$ cat src/rtl/recoveryPkg.sv
package recoveryPkg;
  // Strobes sent from the control module to the datapath each cycle.
  typedef struct packed {
    logic loadRead;     // a read is taken: load the channel budget, remember the channel
    logic clearRemain;  // a write is taken: no recovery is owed afterwards
    logic decRemain;    // no access taken: one more dead cycle has passed
  } strobeT;
endpackage

$ cat src/rtl/recoveryDatapath.sv
module recoveryDatapath
  import recoveryPkg::*;
#(
  parameter int NUM_CH    = 4,
  parameter int CNT_W     = 4,
  parameter int DATA_W    = 32,
  parameter int FIELD_LSB = 16,
  localparam int CH_W     = (NUM_CH > 1) ? $clog2(NUM_CH) : 1
) (
  input  logic              clk,
  input  logic              rstN,
  input  logic              cfgWe,
  input  logic [CH_W-1:0]   cfgChan,
  input  logic [DATA_W-1:0] cfgWdata,
  input  logic [CH_W-1:0]   cfgRdChan,
  output logic [DATA_W-1:0] cfgRdata,
  input  logic [NUM_CH-1:0] chanEnable,
  input  logic [CH_W-1:0]   sdramChan,
  input  logic              sdramOn,
  input  logic [CH_W-1:0]   reqChan,
  input  strobeT            strobe,
  output logic [CH_W-1:0]   lastChan,
  output logic              remainZero
);

  logic [CNT_W-1:0] rcvCount [NUM_CH];
  logic [CNT_W-1:0] effCount;
  logic [CNT_W-1:0] remain;

  // Per-channel count registers; a write is refused while the channel is enabled.
  for (genvar ch = 0; ch < NUM_CH; ch++) begin : g_chan
    logic wrHit;
    assign wrHit = cfgWe && (cfgChan == CH_W'(ch)) && !chanEnable[ch];
    always_ff @(posedge clk or negedge rstN) begin
      if (!rstN) begin
        rcvCount[ch] <= '0;
      end else if (wrHit) begin
        rcvCount[ch] <= cfgWdata[FIELD_LSB +: CNT_W];
      end
    end
  end

  // Combinational readback; every bit outside the count field reads as zero.
  always_comb begin
    cfgRdata = '0;
    cfgRdata[FIELD_LSB +: CNT_W] = rcvCount[cfgRdChan];
  end

  // Budget owed after a read on the requested channel (zero on the SDRAM channel).
  always_comb begin
    if (sdramOn && (reqChan == sdramChan)) begin
      effCount = '0;
    end else begin
      effCount = rcvCount[reqChan];
    end
  end

  always_ff @(posedge clk or negedge rstN) begin
    if (!rstN) begin
      remain   <= '0;
      lastChan <= '0;
    end else begin
      if (strobe.loadRead) begin
        remain   <= effCount;
        lastChan <= reqChan;
      end else if (strobe.clearRemain) begin
        remain <= '0;
      end else if (strobe.decRemain && (remain != '0)) begin
        remain <= remain - 1'b1;
      end
    end
  end

  assign remainZero = (remain == '0);

endmodule

$ cat src/rtl/recoveryControl.sv
module recoveryControl
  import recoveryPkg::*;
#(
  parameter int NUM_CH = 4,
  localparam int CH_W  = (NUM_CH > 1) ? $clog2(NUM_CH) : 1
) (
  input  logic            clk,
  input  logic            rstN,
  input  logic            reqValid,
  input  logic            reqWrite,
  input  logic [CH_W-1:0] reqChan,
  input  logic [CH_W-1:0] lastChan,
  input  logic            remainZero,
  output logic            stall,
  output strobeT          strobe
);

  logic lastRead;  // most recent taken access was a read
  logic needGap;
  logic accept;

  assign needGap = lastRead && (reqWrite || (reqChan != lastChan));
  assign stall   = reqValid && needGap && !remainZero;
  assign accept  = reqValid && !stall;

  always_comb begin
    strobe             = '0;
    strobe.loadRead    = accept && !reqWrite;
    strobe.clearRemain = accept && reqWrite;
    strobe.decRemain   = !accept;
  end

  always_ff @(posedge clk or negedge rstN) begin
    if (!rstN) begin
      lastRead <= 1'b0;
    end else if (accept) begin
      lastRead <= !reqWrite;
    end
  end

endmodule

$ cat src/rtl/readRecoveryGate.sv
module readRecoveryGate
  import recoveryPkg::*;
#(
  parameter int NUM_CH    = 4,
  parameter int CNT_W     = 4,
  parameter int DATA_W    = 32,
  parameter int FIELD_LSB = 16,
  localparam int CH_W     = (NUM_CH > 1) ? $clog2(NUM_CH) : 1
) (
  input  logic              clk,
  input  logic              rstN,
  input  logic              cfgWe,
  input  logic [CH_W-1:0]   cfgChan,
  input  logic [DATA_W-1:0] cfgWdata,
  input  logic [CH_W-1:0]   cfgRdChan,
  output logic [DATA_W-1:0] cfgRdata,
  input  logic [NUM_CH-1:0] chanEnable,
  input  logic [CH_W-1:0]   sdramChan,
  input  logic              sdramOn,
  input  logic              reqValid,
  input  logic              reqWrite,
  input  logic [CH_W-1:0]   reqChan,
  output logic              stall
);

  strobeT          strobe;
  logic [CH_W-1:0] lastChan;
  logic            remainZero;

  recoveryControl #(.NUM_CH(NUM_CH)) i_control (
    .clk        (clk),
    .rstN       (rstN),
    .reqValid   (reqValid),
    .reqWrite   (reqWrite),
    .reqChan    (reqChan),
    .lastChan   (lastChan),
    .remainZero (remainZero),
    .stall      (stall),
    .strobe     (strobe)
  );

  recoveryDatapath #(
    .NUM_CH    (NUM_CH),
    .CNT_W     (CNT_W),
    .DATA_W    (DATA_W),
    .FIELD_LSB (FIELD_LSB)
  ) i_datapath (
    .clk        (clk),
    .rstN       (rstN),
    .cfgWe      (cfgWe),
    .cfgChan    (cfgChan),
    .cfgWdata   (cfgWdata),
    .cfgRdChan  (cfgRdChan),
    .cfgRdata   (cfgRdata),
    .chanEnable (chanEnable),
    .sdramChan  (sdramChan),
    .sdramOn    (sdramOn),
    .reqChan    (reqChan),
    .strobe     (strobe),
    .lastChan   (lastChan),
    .remainZero (remainZero)
  );

endmodule

$ cat config.mk
export PLATFORM = sky130hd
export DESIGN_NAME = readRecoveryGate
export DESIGN_NICKNAME = d
export VERILOG_FILES = /design/src/rtl/recoveryPkg.sv /design/src/rtl/recoveryDatapath.sv /design/src/rtl/recoveryControl.sv /design/src/rtl/readRecoveryGate.sv
export SDC_FILE = /design/constraint.sdc
export NUM_CORES = 1
export LEC_CHECK = 0
export ABC_AREA = 0
export BUFFER_PORTS_ARGS = -buffer_cell sky130_fd_sc_hd__buf_2
export CAP_MARGIN = 20
export CORE_MARGIN = 1
export CORE_UTILIZATION = 45
export CTS_BUF_LIST = sky130_fd_sc_hd__clkbuf_4
export DETAILED_ROUTE_END_ITERATION = 8
export PLACE_DENSITY = 0.78
export SLEW_MARGIN = 20
export SYNTH_ARGS = -nofsm -noshare
export SYNTH_HDL_FRONTEND = slang
export SYNTH_SLANG_ARGS = --single-unit
$ cat constraint.sdc
create_clock -name clk -period 2.9 [get_ports clk]
set_clock_uncertainty 0.1 [all_clocks]
set_input_delay 0.58 -clock clk [delete_from_list [all_inputs] [get_ports clk]]
set_output_delay 0.58 -clock clk [all_outputs]
set_load 0.02 [all_outputs]
==> metrics.txt, run 1 <==
status completed; Post-Syn Instances 124; vias 978; Antenna diodes 0; CTS resizes 0; cell count after placement 191; Min Hold Slack 0.113 ns; PnR worst setup slack 0.335 ns; top_reg_cell synth dfrtp_1; Worst R2R Setup Slack 0.91 ns; Total GRT Usage 17.2%; register area share after synthesis 37.8%; r2r startpoint i_datapath.remain[0]; Clk Latency, worst-skew pair 0.32 ns; CTS H-tree lvls 1; worst path cell trace inv_1 > ha_1 > or3b_1 > o311ai_4 > nor2_1 > buf_2; Post-CTS Setup Repair Bufs 0; Slew @ Worst Pin 0.685 ns; Syn Area/Cell 12.3 um^2; synthesis-stage register bit count 23; GRT overflow 0; Final setup viols 0; DRT antenna net count 0; critical path arrival 1.89 ns; Yosys top cell area share 37.8%; Placeable Area 0.00313 mm^2; vias in the first global route 942; Post-Route WL 2720 um; CTS Buf Count 3; final worst path period share 88.5%; DRT iter0 DRCs 30; Post-synth EDFFs 0; post-synth top area cell dfrtp_1; die footprint 0.00362 mm^2; largest net degree at the start of global routing 24; share of cells above drive strength 1 37.7%; crit-path max FO 7; Crit. End Element primary output; Setup CP Type reg2out; cells on worst reg2reg path 6; asr flop ratio synth 100%; Detailed Routing Iterations Pass 1 4; Buffers on Ports 26; crit path time final 2.57 ns; Hold/Removal Path Class in2async; hold_buf cts 0; site row count 20; critical path's slowest cell or3b_1; commonest cells after routing, fill and taps aside 28 x conb_1, 26 x buf_2, 23 x dfrtp_1; Worst slew margin 53.9%; CP startpoint kind flip-flop; Num Clock Sinks 23; Final TNS setup 0 ns; DRC viols 0; yosys warns 0; max cap viols 0; Peak VDD IR 0.392 mV; worst slack, placed 0.609 ns; CTS tree yes; Slew Viols, Final 0; Pwr Density 690 mW/mm^2; Final Hold Vio Count 0; final non-filler cell total 195; die width 60.1 um; Crit path largest cell delay 0.48 ns; clock root cell clkbuf_4; Post-layout nets 204; synth top area cells dfrtp_1 38%, buf_4 14%, mux2_2 12%, mux4_1 6.9%, mux4_2 5.9%; WL/cell 13.9 um; Die H 60.1 um; first-pass GRT wire length 4510 um; Via density 5.02; P&R area growth vs syn 6.09%; RSZ-0062 raised after global routing false; DP Wirelength 2090 um; initial antenna violation count 0; maximum clock insertion buffer count 2; initial core utilization 48.6%; leakage power 0.773 nW; clock slew at reported path FFs 0.14 ns; io pins 83; r2r endpoint i_datapath.lastChan[1]; Mapped Area 0.00152 mm^2; commonest non-fill, non-tap cell in the layout conb_1; Max Freq 0.390 GHz; WP data required 2.22 ns; Routability Congestion 0.851; Yosys cell types 28
-- synth_stat cells (2+ instances only) --
library cell   n
nor3_1         4
ha_1           2
xor2_1         4
a21oi_1        4
dfrtp_1       23
inv_1          4
mux2_2        16
a211oi_1       4
xnor2_1        2
mux4_1         4
nor2_1         2
buf_4         29
nand2_1        7
mux4_2         4
mux2_4         2
-- routing by layer --
metal,vias up,share of wire (%),track usage [%]
met5,-,0,0
met4,0,0,0.997
met3,0,5.8,4.76
met2,47,52,29.4
met1,492,42,22.6
li1,439,-,-
-- power by group --
part | internal, mW | switching (mW)
logic | 0.220 | 0.239
registers | 0.420 | 0.0757
clock network | 0.0527 | 0.105
-- flip-flops by register name, indices dropped and copies added, names as in the netlist --
register / count
i_datapath.rcvCount: 16
i_datapath.remain: 4
i_datapath.lastChan: 2
i_control.lastRead: 1
-- how the worst max path moves through the flow --
stage / endpoint / depth (start not counted) / startpoint / slack, ns
2_1_floorplan: stall / 4 / reqChan[1] / 0.80
3_3_place_gp: stall / 5 / reqChan[1] / 0.63
3_5_place_dp: stall / 5 / reqChan[1] / 0.61
4_1_cts: stall / 6 / i_datapath.remain[0] / 0.32
5_1_grt: stall / 6 / i_datapath.remain[1] / 0.21
6_report: stall / 6 / i_datapath.remain[0] / 0.33
-- metrics by stage --
step | instance area (um^2) | power [mW] | utilization, %
after floorplan | 1620 | 0.881 | -
after global placement | 1580 | 0.935 | 50.6
after detailed placement | 1580 | 0.966 | 50.6
after CTS | 1610 | 1.12 | 51.6
after global routing | 1610 | 1.20 | 51.6
final | 1610 | 1.11 | 51.6
-- area by class of cell --
| class | count | area, um^2 |
|---|---|---|
| Inverter | 4 | 15.0 |
| Clock inverter | 1 | 7.51 |
| Multi-Input combinational cell | 92 | 793 |
| Fill cell | 304 | 1510 |
| Timing Repair Buffer | 28 | 145 |
| Clock buffer | 3 | 22.5 |
| Sequential cell | 23 | 576 |
| Tap cell | 44 | 55.1 |
-- kinds of logic (layout without fill, tap and decap cells) --
kind of cell / after synthesis / after routing / synth area share, %
DFF: 23 / 23 / 37.8
AOI/OAI and AO/OA: 11 / 11 / 5.76
adders and majority gates: 2 / 2 / 1.64
xor gates and xnor gates: 6 / 6 / 3.45
muxes: 26 / 26 / 26.6
buffers and inverters: 36 / 36 / 16.7
and+or+nand+nor: 19 / 19 / 7.73
other: 1 / 28 / 0.246
-- critical path, delay by kind of cell, from the launching register on --
family          cells  cell delay (ns)
simple gates        2             0.54
flops               1             0.43
compound gates      1             0.20
buf+inv             2             0.27
fa+ha+maj           1             0.14
Power figures use the tool's default switching activity.
==> run 2: changes to the inputs <==
CAP_MARGIN = 10   (was 20)
PLACE_DENSITY = 0.87   (was 0.78)
==> metrics.txt, run 2 (same netlist as run 1, synthesis figures left out) <==
status completed; die footprint 0.00362 mm^2 (unchanged); DRC viols 0 (unchanged); Via density 4.97 (-0.82%); Final Hold Vio Count 0 (unchanged); CP Launch Point i_datapath.remain[0]; Slew @ Worst Pin 0.760 ns (+0.0745 ns); first-pass GRT wire length 4480 um (-0.75%); Crit path largest cell delay 0.47 ns (about the same); CP startpoint kind flip-flop; hold_buf cts 0 (unchanged); Pwr Density 690 mW/mm^2 (about the same); Detailed Routing Iterations Pass 1 4 (unchanged); Worst R2R Setup Slack 0.89 ns (-0.02 ns); cells on worst reg2reg path 6 (unchanged); WP data required 2.22 ns (about the same); Sequential Power Share 44.7% (+0.2 points); Switching Share 36.7% (-1.1 points); worst path cell trace inv_1 > ha_1 > or3b_1 > o311ai_4 > nor2_1 > buf_2; Final TNS setup 0 ns (unchanged); share of cells above drive strength 1 37.7% (unchanged); Tot Pwr 1.11 mW (about the same); die width 60.1 um (unchanged); P&R area growth vs syn 6.09% (unchanged); Total GRT Usage 17.1% (-0.068 points); Max Freq 0.388 GHz (-0.49%); Final setup viols 0 (unchanged); Cell Int Power 705 uW (+1.7%); site row count 20 (unchanged); commonest cells after routing, fill and taps aside 28 x conb_1, 26 x buf_2, 23 x dfrtp_1; critical path arrival 1.90 ns (about the same); final worst path period share 88.9% (+0.43 points); max cap viols 0 (unchanged); r2r startpoint i_datapath.remain[0]; Net Sw Power 408 uW (-2.9%); Clk Latency, worst-skew pair 0.30 ns (-0.02 ns); cell family with most CP delay simple AND/OR/NAND/NOR gates; GRT overflow 0 (unchanged); largest net degree at the start of global routing 24 (unchanged); largest registers in the final layout i_datapath.rcvCount (16), i_datapath.remain (4), i_datapath.lastChan (2); clock slew at reported path FFs 0.12 ns (-0.02 ns); Clock power frac 13.9% (-0.3 points); Setup CP Type reg2out; commonest non-fill, non-tap cell in the layout conb_1; DRT iter0 DRCs 18 (-40%); final core occ 51.6% (unchanged); initial antenna violation count 0 (unchanged); maximum clock insertion buffer count 2 (unchanged); critical path depth 6 (unchanged); Post-layout nets 204 (unchanged); CTS H-tree lvls 1 (unchanged); vias 970 (-0.82%); initial core utilization 48.6% (unchanged); WL/cell 14.0 um (+0.22%); Biggest register i_datapath.rcvCount; Hold/Removal Path Class in2async; Worst slew margin 48.9% (-5.0 points); CTS tree yes; RSZ-0062 raised after global routing false; crit-path max FO 7 (unchanged); Buffers on Ports 26 (unchanged); Gate power share 41.4% (about the same); Routability Congestion 0.791 (-7.0%); Num Clock Sinks 23 (unchanged); Peak VDD IR 0.349 mV (-11%); vias in the first global route 944 (+0.21%); critical path's slowest cell or3b_1; crit path buf inv count 2 (unchanged); max reg flops 16 (unchanged); r2r endpoint i_datapath.lastChan[1]; CTS Buf Count 3 (unchanged); Post-CTS Setup Repair Bufs 0 (unchanged); CP endpoint stall; CTS resizes 0 (unchanged); io pins 83 (unchanged); DP Wirelength 2120 um (+1.4%); clock root cell clkbuf_4; crit path time final 2.58 ns (+0.0126 ns); Slew Viols, Final 0 (unchanged); Antenna diodes 0 (unchanged); leakage power 0.778 nW (+0.58%); Placeable Area 0.00313 mm^2 (unchanged); Die H 60.1 um (unchanged); DRT antenna net count 0 (unchanged); Post-Route WL 2720 um (+0.22%); Crit. End Element primary output
run 2: cell count changes in the layout (fill, tap and decap cells not counted):
| cell | previous run | this run |
|---|---|---|
| clkbuf_4 | 3 | 4 |
| clkinvlp_4 | 1 | 0 |
run 2: cell type report:
type,count,area [um^2]
clock buffers,4,30.0
fillers,302,1510
inverters,4,15.0
multi-input cells,92,793
flip-flops and latches,23,576
well taps,44,55.1
repair buffers,28,145
run 2: metrics by stage:
stage | hold slack (ns) | std cells | instance area [um^2] | worst slack [ns]
after floorplan | 0.184 | 151 | 1620 | 0.799
after global placement | 0.404 | 191 | 1580 | 0.623
after detailed placement | 0.416 | 191 | 1580 | 0.599
after CTS | 0.140 | 195 | 1610 | 0.312
after global routing | 0.143 | 195 | 1610 | 0.155
final | 0.120 | 195 | 1610 | 0.322
run 2: layer usage:
metal | routed length [um] | vias up | track usage, %
met4 | 0 | 0 | 2.66
met1 | 1160 | 476 | 22.7
li1 | - | 449 | -
met5 | 0 | - | 0
met2 | 1410 | 45 | 28.6
met3 | 147 | 0 | 4.33
run 2: power groups by stage:
stage               clock [mW]  sequential [mW]  combinational [mW]
floorplan                    0            0.480               0.401
global placement             0            0.497               0.444
detailed placement           0            0.506               0.462
CTS                      0.160            0.499               0.465
global route             0.173            0.513               0.513
finish                   0.155            0.497               0.461
run 2: worst min-delay path by stage:
stage	to	startpoint	cells past startpoint
final	i_datapath.remain[2]	rstN	1
after global routing	i_datapath.remain[2]	rstN	1
after CTS	i_datapath.remain[2]	rstN	1
after detailed placement	i_datapath.lastChan[0]	i_datapath.lastChan[0]	1
after global placement	i_datapath.rcvCount[1]	i_datapath.rcvCount[1]	1
after floorplan	i_control.lastRead	rstN	0
==> run 3: changes to the inputs <==
--- a/config.mk
+++ b/config.mk
@@ -15,3 +15,3 @@
 export PLACE_DENSITY = 0.87
-export SLEW_MARGIN = 20
+export RECOVER_POWER = 50
 export SYNTH_ARGS = -nofsm -noshare
==> constraint.sdc (replaced) <==
create_clock -name clk -period 2.9 [get_ports clk]
set_clock_uncertainty 0.1 [all_clocks]
set_input_delay 0.435 -clock clk [delete_from_list [all_inputs] [get_ports clk]]
set_output_delay 0.435 -clock clk [all_outputs]
set_load 0.02 [all_outputs]
==> metrics.txt, run 3 (same netlist as run 1, synthesis figures left out) <==
commonest cells after routing, fill and taps aside 28 x conb_1, 25 x buf_2, 23 x dfrtp_1; clock root cell clkbuf_4; vias in the first global route 947 (+0.32%); crit-path max FO 7 (unchanged); WP data required 2.37 ns (+0.15 ns); CP startpoint kind flip-flop; Total GRT Usage 17.1% (unchanged); Post-CTS Setup Repair Bufs 0 (unchanged); Slew Viols, Final 0 (unchanged); io pins 83 (unchanged); Detailed Routing Iterations Pass 1 4 (unchanged); critical path arrival 1.91 ns (about the same); Worst slew margin 19.0% (-30 points); worst hold path endpoint i_datapath.rcvCount[4]; Slew @ Worst Pin 1.22 ns (+0.455 ns); max cap viols 0 (unchanged); CP Launch Point i_datapath.remain[0]; CTS tree yes; Num Clock Sinks 23 (unchanged); leakage power 0.779 nW (+0.18%); final worst path period share 84.1% (-4.8 points); CTS resizes 0 (unchanged); Fill cells 300 (-0.66%); Via density 4.97 (about the same); DRT antenna net count 0 (unchanged); commonest non-fill, non-tap cell in the layout conb_1; die footprint 0.00362 mm^2 (unchanged); die width 60.1 um (unchanged); cells on worst reg2reg path 6 (unchanged); maximum clock insertion buffer count 2 (unchanged); Final TNS setup 0 ns (unchanged); DRC viols 0 (unchanged); DRT iter0 DRCs 23 (+5); initial core utilization 48.6% (unchanged); Clock power frac 13.9% (about the same); GRT overflow 0 (unchanged); Routability Congestion 0.791 (unchanged); Cell Int Power 706 uW (about the same); Worst R2R Setup Slack 0.89 ns (about the same); Final Hold Vio Count 0 (unchanged); RSZ-0062 raised after global routing false; Final setup viols 0 (unchanged); largest net degree at the start of global routing 24 (unchanged); status completed; Biggest register i_datapath.rcvCount; first-pass GRT wire length 4480 um (unchanged); CTS Buf Count 3 (unchanged); Post-layout nets 205 (+0.49%); Design Area, Final 0.00162 mm^2 (+0.54%); r2r startpoint i_datapath.remain[0]; DP Wirelength 2120 um (unchanged); P&R area growth vs syn 6.66%; Die H 60.1 um (unchanged); Max Freq 0.410 GHz (+5.7%); share of cells above drive strength 1 36.8% (-0.91 points); site row count 20 (unchanged); Setup CP Type reg2out; Post-Route WL 2720 um (-0.11%); Net Sw Power 408 uW (about the same); largest registers in the final layout i_datapath.rcvCount (16), i_datapath.remain (4), i_datapath.lastChan (2); Switching Share 36.6% (about the same); hold path depth 2; Peak VDD IR 0.349 mV (about the same); DP Area 0.00158 mm^2 (unchanged); Clk Latency, worst-skew pair 0.30 ns (about the same); max reg flops 16 (unchanged); vias 974 (+0.41%); Crit. End Element primary output; r2r endpoint i_datapath.lastChan[1]; cell count after placement 191 (unchanged); Placeable Area 0.00313 mm^2 (unchanged); Tot Pwr 1.11 mW (about the same); clock slew at reported path FFs 0.12 ns (about the same); final non-filler cell total 196 (+0.51%); Buffers on Ports 26 (unchanged); Worst Min Path Start cfgWdata[16]; WL/cell 13.9 um (-0.62%); Hold/Removal Path Class in2reg; CTS H-tree lvls 1 (unchanged); Sequential Power Share 44.6% (about the same); Antenna diodes 0 (unchanged); initial antenna violation count 0 (unchanged); Gate power share 41.5% (about the same); Pwr Density 686 mW/mm^2 (-0.48%); crit path time final 2.44 ns (-0.138 ns)
==> run 3: cell count changes in the layout (fill, tap and decap cells not counted) <==
| cell | change |
|---|---|
| buf_2 | -1 |
| clkbuf_1 | +1 |
| dlygate4sd3_1 | +1 |
==> run 3: worst max path at each step <==
stage             to  slack, ns  cells past startpoint
2_1_floorplan  stall       0.99                      6
3_3_place_gp   stall       0.86                      6
3_5_place_dp   stall       0.82                      6
4_1_cts        stall       0.46                      6
5_1_grt        stall       0.29                      6
6_report       stall       0.46                      6
==> run 3: layout make-up <==
cell class,instances,area [um^2],area share (%)
Sequential cell,23,576,35.5
Tap cell,44,55.1,3.39
Timing Repair Buffer,29,154,9.48
Clock buffer,4,30.0,1.85
Inverter,4,15.0,0.925
Multi-Input combinational cell,92,793,48.9
==> run 3: timing repair <==
item / CTS / global route
hold buffers: 1 / 0
setup endpoints to repair: 0 / 0
endpoints found under the hold margin: 23 / 0
==> run 3: stage by stage <==
stage          hold WS [ns]  setup WS (ns)  utilization [%]
6_report              0.300          0.460             51.9
2_1_floorplan        0.0394          0.995                -
4_1_cts               0.292          0.457             51.9
3_3_place_gp          0.333          0.859             50.6
5_1_grt               0.291          0.291             51.9
3_5_place_dp          0.339          0.816             50.6
==> run 3: metal layers <==
layer	track usage, %	vias up	routed length (um)
met5	0	-	0
met4	2.66	0	0
met3	4.33	0	145
met2	28.6	45	1410
met1	22.7	478	1170
li1	-	451	-
==> run 3: power groups by stage <==
| stage | logic, mW | registers [mW] | clock network (mW) |
|---|---|---|---|
| 3_5_place_dp | 0.462 | 0.506 | 0 |
| 6_report | 0.462 | 0.497 | 0.155 |
| 5_1_grt | 0.514 | 0.513 | 0.173 |
| 2_1_floorplan | 0.401 | 0.480 | 0 |
| 4_1_cts | 0.466 | 0.499 | 0.160 |
| 3_3_place_gp | 0.444 | 0.497 | 0 |
==> run 3: worst max-delay path, stage by stage, from the launching register on <==
cell,delay (ns)
dfrtp_1,0.43
inv_1,0.10
ha_1,0.15
or3b_1,0.47
o311ai_4,0.19
nor2_1,0.08
buf_2,0.17
